===== src/rtl/seg_pkg.sv =====
package seg_pkg;
  localparam int unsigned SEL_W      = 16;
  localparam int unsigned ADDR_W     = 32;
  localparam int unsigned DATA_W     = 32;
  localparam int unsigned LIM_W      = 20;
  localparam int unsigned DPL_W      = 2;
  localparam int unsigned IDX_LSB    = 3;
  localparam int unsigned TI_BIT     = 2;
  localparam int unsigned DPL_LSB    = 20;
  localparam int unsigned REAL_SHIFT = 4;
  localparam int unsigned WORD_BYTES = DATA_W / 8;
  localparam logic [LIM_W-1:0] REAL_LIMIT = LIM_W'(16'hFFFF);

  typedef struct packed {
    logic              valid;
    logic [SEL_W-1:0]  sel;
    logic [ADDR_W-1:0] base;
    logic [LIM_W-1:0]  limit;
    logic [DPL_W-1:0]  dpl;
  } seg_entry_t;

  typedef enum logic [1:0] {FS_IDLE, FS_LO, FS_HI} fetch_state_e;
endpackage


===== src/rtl/seg_sel_decode.sv =====
module seg_sel_decode
  import seg_pkg::*;
(
  input  logic [SEL_W-1:0]  sel_i,
  input  logic [ADDR_W-1:0] gdt_base_i,
  input  logic [ADDR_W-1:0] ldt_base_i,
  output logic              null_o,
  output logic [ADDR_W-1:0] desc_addr_o
);
  localparam int unsigned IDX_W = SEL_W - IDX_LSB;

  logic [IDX_W-1:0]  idx;
  logic              ti;
  logic [ADDR_W-1:0] tbl_base;
  logic [ADDR_W-1:0] idx_off;

  assign idx      = sel_i[SEL_W-1:IDX_LSB];
  assign ti       = sel_i[TI_BIT];
  assign null_o   = (idx == '0) && !ti;
  assign tbl_base = ti ? ldt_base_i : gdt_base_i;
  // 8-byte records: index scaled by the low selector field width
  assign idx_off  = {{(ADDR_W-IDX_W){1'b0}}, idx} << IDX_LSB;
  assign desc_addr_o = tbl_base + idx_off;
endmodule


===== src/rtl/seg_desc_fetch.sv =====
module seg_desc_fetch
  import seg_pkg::*;
(
  input  logic              clk_i,
  input  logic              rst_ni,
  input  logic              start_i,
  input  logic [ADDR_W-1:0] addr_i,
  output logic              mem_req_o,
  output logic [ADDR_W-1:0] mem_addr_o,
  input  logic              mem_rvalid_i,
  input  logic [DATA_W-1:0] mem_rdata_i,
  output logic              busy_o,
  output logic              wr_o,
  output logic [ADDR_W-1:0] base_o,
  output logic [LIM_W-1:0]  limit_o,
  output logic [DPL_W-1:0]  dpl_o
);
  fetch_state_e      state_q;
  logic [ADDR_W-1:0] addr_q;
  logic [DATA_W-1:0] lo_q;
  logic              unused_hi;

  always_ff @(posedge clk_i or negedge rst_ni) begin
    if (!rst_ni) begin
      state_q <= FS_IDLE;
      addr_q  <= '0;
      lo_q    <= '0;
    end else begin
      unique case (state_q)
        FS_IDLE: if (start_i) begin
          state_q <= FS_LO;
          addr_q  <= addr_i;
        end
        FS_LO: if (mem_rvalid_i) begin
          state_q <= FS_HI;
          lo_q    <= mem_rdata_i;
          addr_q  <= addr_q + ADDR_W'(WORD_BYTES);
        end
        FS_HI: if (mem_rvalid_i) state_q <= FS_IDLE;
        default: state_q <= FS_IDLE;
      endcase
    end
  end

  assign busy_o     = (state_q != FS_IDLE);
  assign mem_req_o  = busy_o;
  assign mem_addr_o = addr_q;
  assign wr_o       = (state_q == FS_HI) && mem_rvalid_i;
  assign base_o     = lo_q[ADDR_W-1:0];
  assign limit_o    = mem_rdata_i[LIM_W-1:0];
  assign dpl_o      = mem_rdata_i[DPL_LSB +: DPL_W];
  assign unused_hi  = ^mem_rdata_i[DATA_W-1:DPL_LSB+DPL_W];
endmodule


===== src/rtl/seg_cache.sv =====
module seg_cache
  import seg_pkg::*;
#(
  parameter int unsigned NUM_SEG = 4,
  localparam int unsigned SEG_W  = $clog2(NUM_SEG)
) (
  input  logic             clk_i,
  input  logic             rst_ni,
  input  logic             we_i,
  input  logic [SEG_W-1:0] widx_i,
  input  seg_entry_t       wentry_i,
  input  logic [SEG_W-1:0] ridx_i,
  output seg_entry_t       rentry_o
);
  seg_entry_t entry_q [NUM_SEG];

  for (genvar g = 0; g < NUM_SEG; g++) begin : g_entry
    always_ff @(posedge clk_i or negedge rst_ni) begin
      if (!rst_ni) entry_q[g] <= '0;
      else if (we_i && (widx_i == SEG_W'(g))) entry_q[g] <= wentry_i;
    end
  end

  assign rentry_o = entry_q[ridx_i];
endmodule


===== src/rtl/seg_load_unit.sv =====
module seg_load_unit
  import seg_pkg::*;
#(
  parameter int unsigned NUM_SEG   = 4,
  parameter int unsigned CODE_IDX  = 0,
  parameter int unsigned STACK_IDX = 1,
  localparam int unsigned SEG_W    = $clog2(NUM_SEG)
) (
  input  logic              clk_i,
  input  logic              rst_ni,
  input  logic              prot_mode_i,
  input  logic              gdt_base_we_i,
  input  logic [ADDR_W-1:0] gdt_base_i,
  input  logic [ADDR_W-1:0] ldt_base_i,
  input  logic              load_valid_i,
  input  logic [SEG_W-1:0]  load_seg_i,
  input  logic [SEL_W-1:0]  load_sel_i,
  input  logic              load_ctrl_i,
  output logic              busy_o,
  output logic              done_o,
  output logic              err_o,
  output logic              mem_req_o,
  output logic [ADDR_W-1:0] mem_addr_o,
  input  logic              mem_rvalid_i,
  input  logic [DATA_W-1:0] mem_rdata_i,
  input  logic [SEG_W-1:0]  rd_seg_i,
  output logic              rd_valid_o,
  output logic [SEL_W-1:0]  rd_sel_o,
  output logic [ADDR_W-1:0] rd_base_o,
  output logic [LIM_W-1:0]  rd_limit_o,
  output logic [DPL_W-1:0]  rd_dpl_o
);
  logic [ADDR_W-1:0] gdt_q;
  logic              sel_null;
  logic [ADDR_W-1:0] desc_addr;
  logic              fetch_busy, fetch_wr;
  logic [ADDR_W-1:0] f_base;
  logic [LIM_W-1:0]  f_limit;
  logic [DPL_W-1:0]  f_dpl;
  logic              accept, is_code, is_stack, reject, direct, start;
  logic [SEG_W-1:0]  pend_seg_q;
  logic [SEL_W-1:0]  pend_sel_q;
  logic              done_q, err_q;
  seg_entry_t        direct_entry, wentry, rentry;
  logic              we;
  logic [SEG_W-1:0]  widx;

  always_ff @(posedge clk_i or negedge rst_ni) begin
    if (!rst_ni)            gdt_q <= '0;
    else if (gdt_base_we_i) gdt_q <= gdt_base_i;
  end

  seg_sel_decode i_decode (
    .sel_i       (load_sel_i),
    .gdt_base_i  (gdt_q),
    .ldt_base_i  (ldt_base_i),
    .null_o      (sel_null),
    .desc_addr_o (desc_addr)
  );

  assign accept   = load_valid_i && !fetch_busy;
  assign is_code  = (load_seg_i == SEG_W'(CODE_IDX));
  assign is_stack = (load_seg_i == SEG_W'(STACK_IDX));
  // code register takes only control-flow loads; null is invalid for code/stack
  assign reject   = accept && ((is_code && !load_ctrl_i) ||
                               (prot_mode_i && sel_null && (is_code || is_stack)));
  assign direct   = accept && !reject && (!prot_mode_i || sel_null);
  assign start    = accept && !reject && prot_mode_i && !sel_null;

  seg_desc_fetch i_fetch (
    .clk_i        (clk_i),
    .rst_ni       (rst_ni),
    .start_i      (start),
    .addr_i       (desc_addr),
    .mem_req_o    (mem_req_o),
    .mem_addr_o   (mem_addr_o),
    .mem_rvalid_i (mem_rvalid_i),
    .mem_rdata_i  (mem_rdata_i),
    .busy_o       (fetch_busy),
    .wr_o         (fetch_wr),
    .base_o       (f_base),
    .limit_o      (f_limit),
    .dpl_o        (f_dpl)
  );

  always_ff @(posedge clk_i or negedge rst_ni) begin
    if (!rst_ni) begin
      pend_seg_q <= '0;
      pend_sel_q <= '0;
      done_q     <= 1'b0;
      err_q      <= 1'b0;
    end else begin
      if (start) begin
        pend_seg_q <= load_seg_i;
        pend_sel_q <= load_sel_i;
      end
      done_q <= direct || fetch_wr;
      err_q  <= reject;
    end
  end

  always_comb begin
    direct_entry       = '0;
    direct_entry.sel   = load_sel_i;
    direct_entry.valid = !prot_mode_i;
    if (!prot_mode_i) begin
      direct_entry.base  = {{(ADDR_W-SEL_W){1'b0}}, load_sel_i} << REAL_SHIFT;
      direct_entry.limit = REAL_LIMIT;
    end
  end

  always_comb begin
    if (fetch_wr) begin
      wentry = '{valid: 1'b1, sel: pend_sel_q, base: f_base, limit: f_limit, dpl: f_dpl};
      widx   = pend_seg_q;
    end else begin
      wentry = direct_entry;
      widx   = load_seg_i;
    end
  end
  assign we = direct || fetch_wr;

  seg_cache #(.NUM_SEG(NUM_SEG)) i_cache (
    .clk_i    (clk_i),
    .rst_ni   (rst_ni),
    .we_i     (we),
    .widx_i   (widx),
    .wentry_i (wentry),
    .ridx_i   (rd_seg_i),
    .rentry_o (rentry)
  );

  assign busy_o     = fetch_busy;
  assign done_o     = done_q;
  assign err_o      = err_q;
  assign rd_valid_o = rentry.valid;
  assign rd_sel_o   = rentry.sel;
  assign rd_base_o  = rentry.base;
  assign rd_limit_o = rentry.limit;
  assign rd_dpl_o   = rentry.dpl;
endmodule


===== config.mk =====
export PLATFORM = sky130hd
export DESIGN_NAME = seg_load_unit
export DESIGN_NICKNAME = d
export VERILOG_FILES = /design/src/rtl/seg_pkg.sv /design/src/rtl/seg_sel_decode.sv /design/src/rtl/seg_desc_fetch.sv /design/src/rtl/seg_cache.sv /design/src/rtl/seg_load_unit.sv
export SDC_FILE = /design/constraint.sdc
export NUM_CORES = 1
export LEC_CHECK = 0
export BUFFER_PORTS_ARGS = -buffer_cell sky130_fd_sc_hd__buf_2
export CAP_MARGIN = 20
export CORE_ASPECT_RATIO = 1.4
export CORE_MARGIN = 3
export CORE_UTILIZATION = 50
export DETAILED_ROUTE_END_ITERATION = 10
export GPL_TIMING_DRIVEN = 0
export PLACE_DENSITY = 0.77
export SLEW_MARGIN = 20
export SYNTH_ARGS = -nofsm -noshare
export SYNTH_HDL_FRONTEND = slang
export SYNTH_SLANG_ARGS = --single-unit

===== constraint.sdc =====
create_clock -name clk_i -period 2.6 [get_ports clk_i]
set_input_delay 0.13 -clock clk_i [delete_from_list [all_inputs] [get_ports clk_i]]
set_output_delay 0.13 -clock clk_i [all_outputs]
set_load 0.02 [all_outputs]

==> impl_results.md <==
- CP max stage delay: 370 ps
- Tmin final: 2650 ps
- Placement Rows: 83
- Slew Limit Fails: 0
- Final TNS setup: -151 ps
- CP Cell Sequence: mux2_4 > ha_4 > fa_2 > a21o_1 > a31oi_4 > o31ai_4 > a211oi_4 > buf_6 > nor2_4 > nand2_1 > xor2_1 > o221ai_1
- Clk sink count: 402
- Vias/cell: 6.02
- Max H-tree Level: 2
- Global-route wire length before repair: 93.9 mm
- Worst-margin pin slew: 951 ps
- Total GRT Usage: 30.0%
- Max VDD drop: 0.590 mV
- Vias in the first global route: 17,100
- F_max: 377 MHz
- Final period util: 102%
- Final WL: 60.5 mm
- Post-synthesis register bit count: 402
- Pwr Density: 1010 nW/um2
- Die X-Extent: 170 um
- Mapped Nets: 1,973
- Nets@finish: 2,339
- PnR Total Power: 23.5 mW
- Cts bufs inserted: 40
- Crit path DAT: 3050 ps
- Initial drt markers: 1,401
- Most frequent cells in the layout: dfrtp_1, nand2_1, a21oi_1
- CP Data Required Time: 3000 ps
- Hold_ws: 13.4 ps
- Commonest non-fill, non-tap cell in the layout: dfrtp_1
- Post-synthesis cell count: 1,835
- Ys Warns: 0
- Asr flop ratio synth: 100%
- Initial Utilization: 51.1%
- Violated checks: negative setup slack
- Crit path kind: register to register
- Clock Latency Late Sink: 550 ps
- Final setup viols: 5
- Post-DP HPWL: 41.5 mm
- Syn Std Cell Area: 18,800 um2
- Max Cap Viol: 0
- Crit-path max FO: 5
- FILL cells: 2,812
- Largest net degree at the start of global routing: 106
- Worst setup margin: -51.3 ps
- ANT nets after route: 0
- Clk buf depth: 3
- DRC: 0
- Root Buffer: clkbuf_16
- Layout cells sized above 1: 23.7%
- Nature of the critical path startpoint: register
- Final Hold Fails: 0
- RSZ-0062 raised after global routing: true
- Reg clk slew, reported paths: 60 ps
- Die area: 40,000 um2
- Mapped Avg Cell Area: 10.3 um2
- First-pass DRT Iterations: 6
- Critical Path Slowest Stage Cell: dfrtp_1
- Synth cell types: 75
- Core area: 36,900 um2
- Post-synth EDFFs: 0
- Min-delay worst type: primary input to register
- Main synth FF type: dfrtp_1
- Number of antenna violations at the first check in global routing: 2
- Seq/Total Area, Yosys: 53.5%
- Remaining Overflow, GRT: 0
- Die Ht: 236 um
- DR WL/cell: 22.4 um
- IO Pins: 230
- Static Leak: 10.3 nW
- Worst Skew: 12.4 ps
- Relative slew slack: 36.6%
- CTS tree: yes
- Final GP Congestion: 0.955
- Area Growth Syn to Fin: 24.2%
- Status: finished, violations left
- Vias: 16,300
- Critical Path Sink Type: register
- Final core utilization: 63.4%
- # port buffers: 225
synthesized netlist by cell type (all sizes together), types with 3 or more instances:
library cell    n  area [um2]
dfrtp         402       10100
nand2         312        1170
a21oi         269        1350
nor2          231         875
o21ai         123         616
mux4           71        1600
buf            64         337
clkbuf         62         233
mux2           48         541
mux2i          33         330
nand3          25         130
nor3b          18         135
xnor2          17         149
ha             14         175
nor3           12        65.1
xor2           10        87.6
inv             9        33.8
nand4           9        56.3
nor4            8        50.1
a21o            7        52.6
and3            7        43.8
nand2b          7        43.8
and2            6        42.5
a31oi           5        31.3
o22a            5        43.8
a211oi          4        52.6
o221ai          4        35.0
o22ai           4        31.3
a221oi          3        38.8
a32oi           3        33.8
nor2b           3        18.8
o211ai          3        27.5
or3             3        18.8
sequential cells by signal, summed over array words and instances, names as in the netlist:
| signal | flops |
|---|---|
| pend_seg_q | 2 |
| i_fetch.state_q | 2 |
| pend_sel_q | 16 |
| err_o | 1 |
| i_fetch.mem_addr_o | 32 |
| done_o | 1 |
| i_fetch.base_o | 32 |
| gdt_q | 32 |
| i_cache.entry_q | 284 |
worst max-delay path: cells and delay by family (launching register included):
family | cells | cell delay [ps]
AO/OA/AOI/OAI | 5 | 880
XOR/XNOR | 1 | 150
adder cells (fa/ha/maj) | 2 | 500
buffers and inverters | 1 | 170
flip-flops | 1 | 370
multiplexers | 1 | 300
AND/OR/NAND/NOR | 2 | 140
final cells by class:
cell class / instances / area [um2] / share of cell area (%)
Antenna cell: 2 / 5.00 / 0.0214
Buffer: 125 / 646 / 2.76
Clock buffer: 58 / 1220 / 5.22
Clock inverter: 12 / 230 / 0.985
Inverter: 9 / 33.8 / 0.144
Multi-Input combinational cell: 1298 / 8410 / 36.0
Sequential cell: 402 / 10100 / 43.0
Tap cell: 467 / 584 / 2.50
Timing Repair Buffer: 325 / 2190 / 9.38
timing repair:
item                                   in CTS  in global routing
hold buffers                               88                  0
setup endpoints to repair                  16                174
gates resized for setup                    18                 28
endpoints found under the hold margin     452                  0
setup buffers                               4                  4
pin swaps                                   9                 10
logic make-up (layout without fill, tap and decap cells):
kind of cell             count (synthesis)  in the layout  synth area share [%]
adder cells (fa/ha/maj)                 15             15                  1.04
AO/OA/AOI/OAI                          454            454                  13.5
flip-flops                             402            402                  53.5
AND/OR/NAND/NOR                        650            650                  14.5
multiplexers                           152            152                  13.1
buffers and inverters                  135            529                  3.20
other                                    0              2                     0
XOR/XNOR                                27             27                  1.26
per-layer routing:
metal | vias up | GRT usage [%] | part of all wire (%)
met5 | - | 0 | 0.033
met4 | 2 | 14.8 | 5.4
met3 | 190 | 6.38 | 9.2
met2 | 904 | 51.3 | 50
met1 | 8016 | 35.8 | 35
li1 | 7140 | - | -
power breakdown:
part	switching, mW	internal, mW	leakage, nW	total (mW)
sequential	1.46	8.52	4.85	9.99
clock	2.50	3.86	0.707	6.36
combinational	4.19	2.96	4.73	7.15
total	8.15	15.3	10.3	23.5
through the flow:
stage / setup slack (ps) / cells / area [um2]
floorplan: -12.3 / 1835 / 18900
global placement: -6160 / 2527 / 20700
detailed placement: -673 / 2531 / 20800
CTS: -79.6 / 2693 / 23200
global route: -187 / 2697 / 23400
finish: -51.3 / 2698 / 23400
worst paths after layout:
check | cells past startpoint | slack, ps | to | from
setup / recovery | 12 | -50 | i_fetch.mem_addr_o[23] | gdt_q[3]
hold / removal | 4 | 10 | i_fetch.mem_addr_o[25] | ldt_base_i[25]
setup reg to reg | 12 | -50 | i_fetch.mem_addr_o[23] | gdt_q[3]
hold reg to reg | 1 | 480 | i_cache.entry_q[283] | i_cache.entry_q[283]
max in group asynchronous | 4 | 1410 | i_fetch.mem_addr_o[30] | rst_ni
min in group asynchronous | 2 | 70 | i_cache.entry_q[44] | rst_ni
No activity file was read; power rests on OpenSTA's default activity.
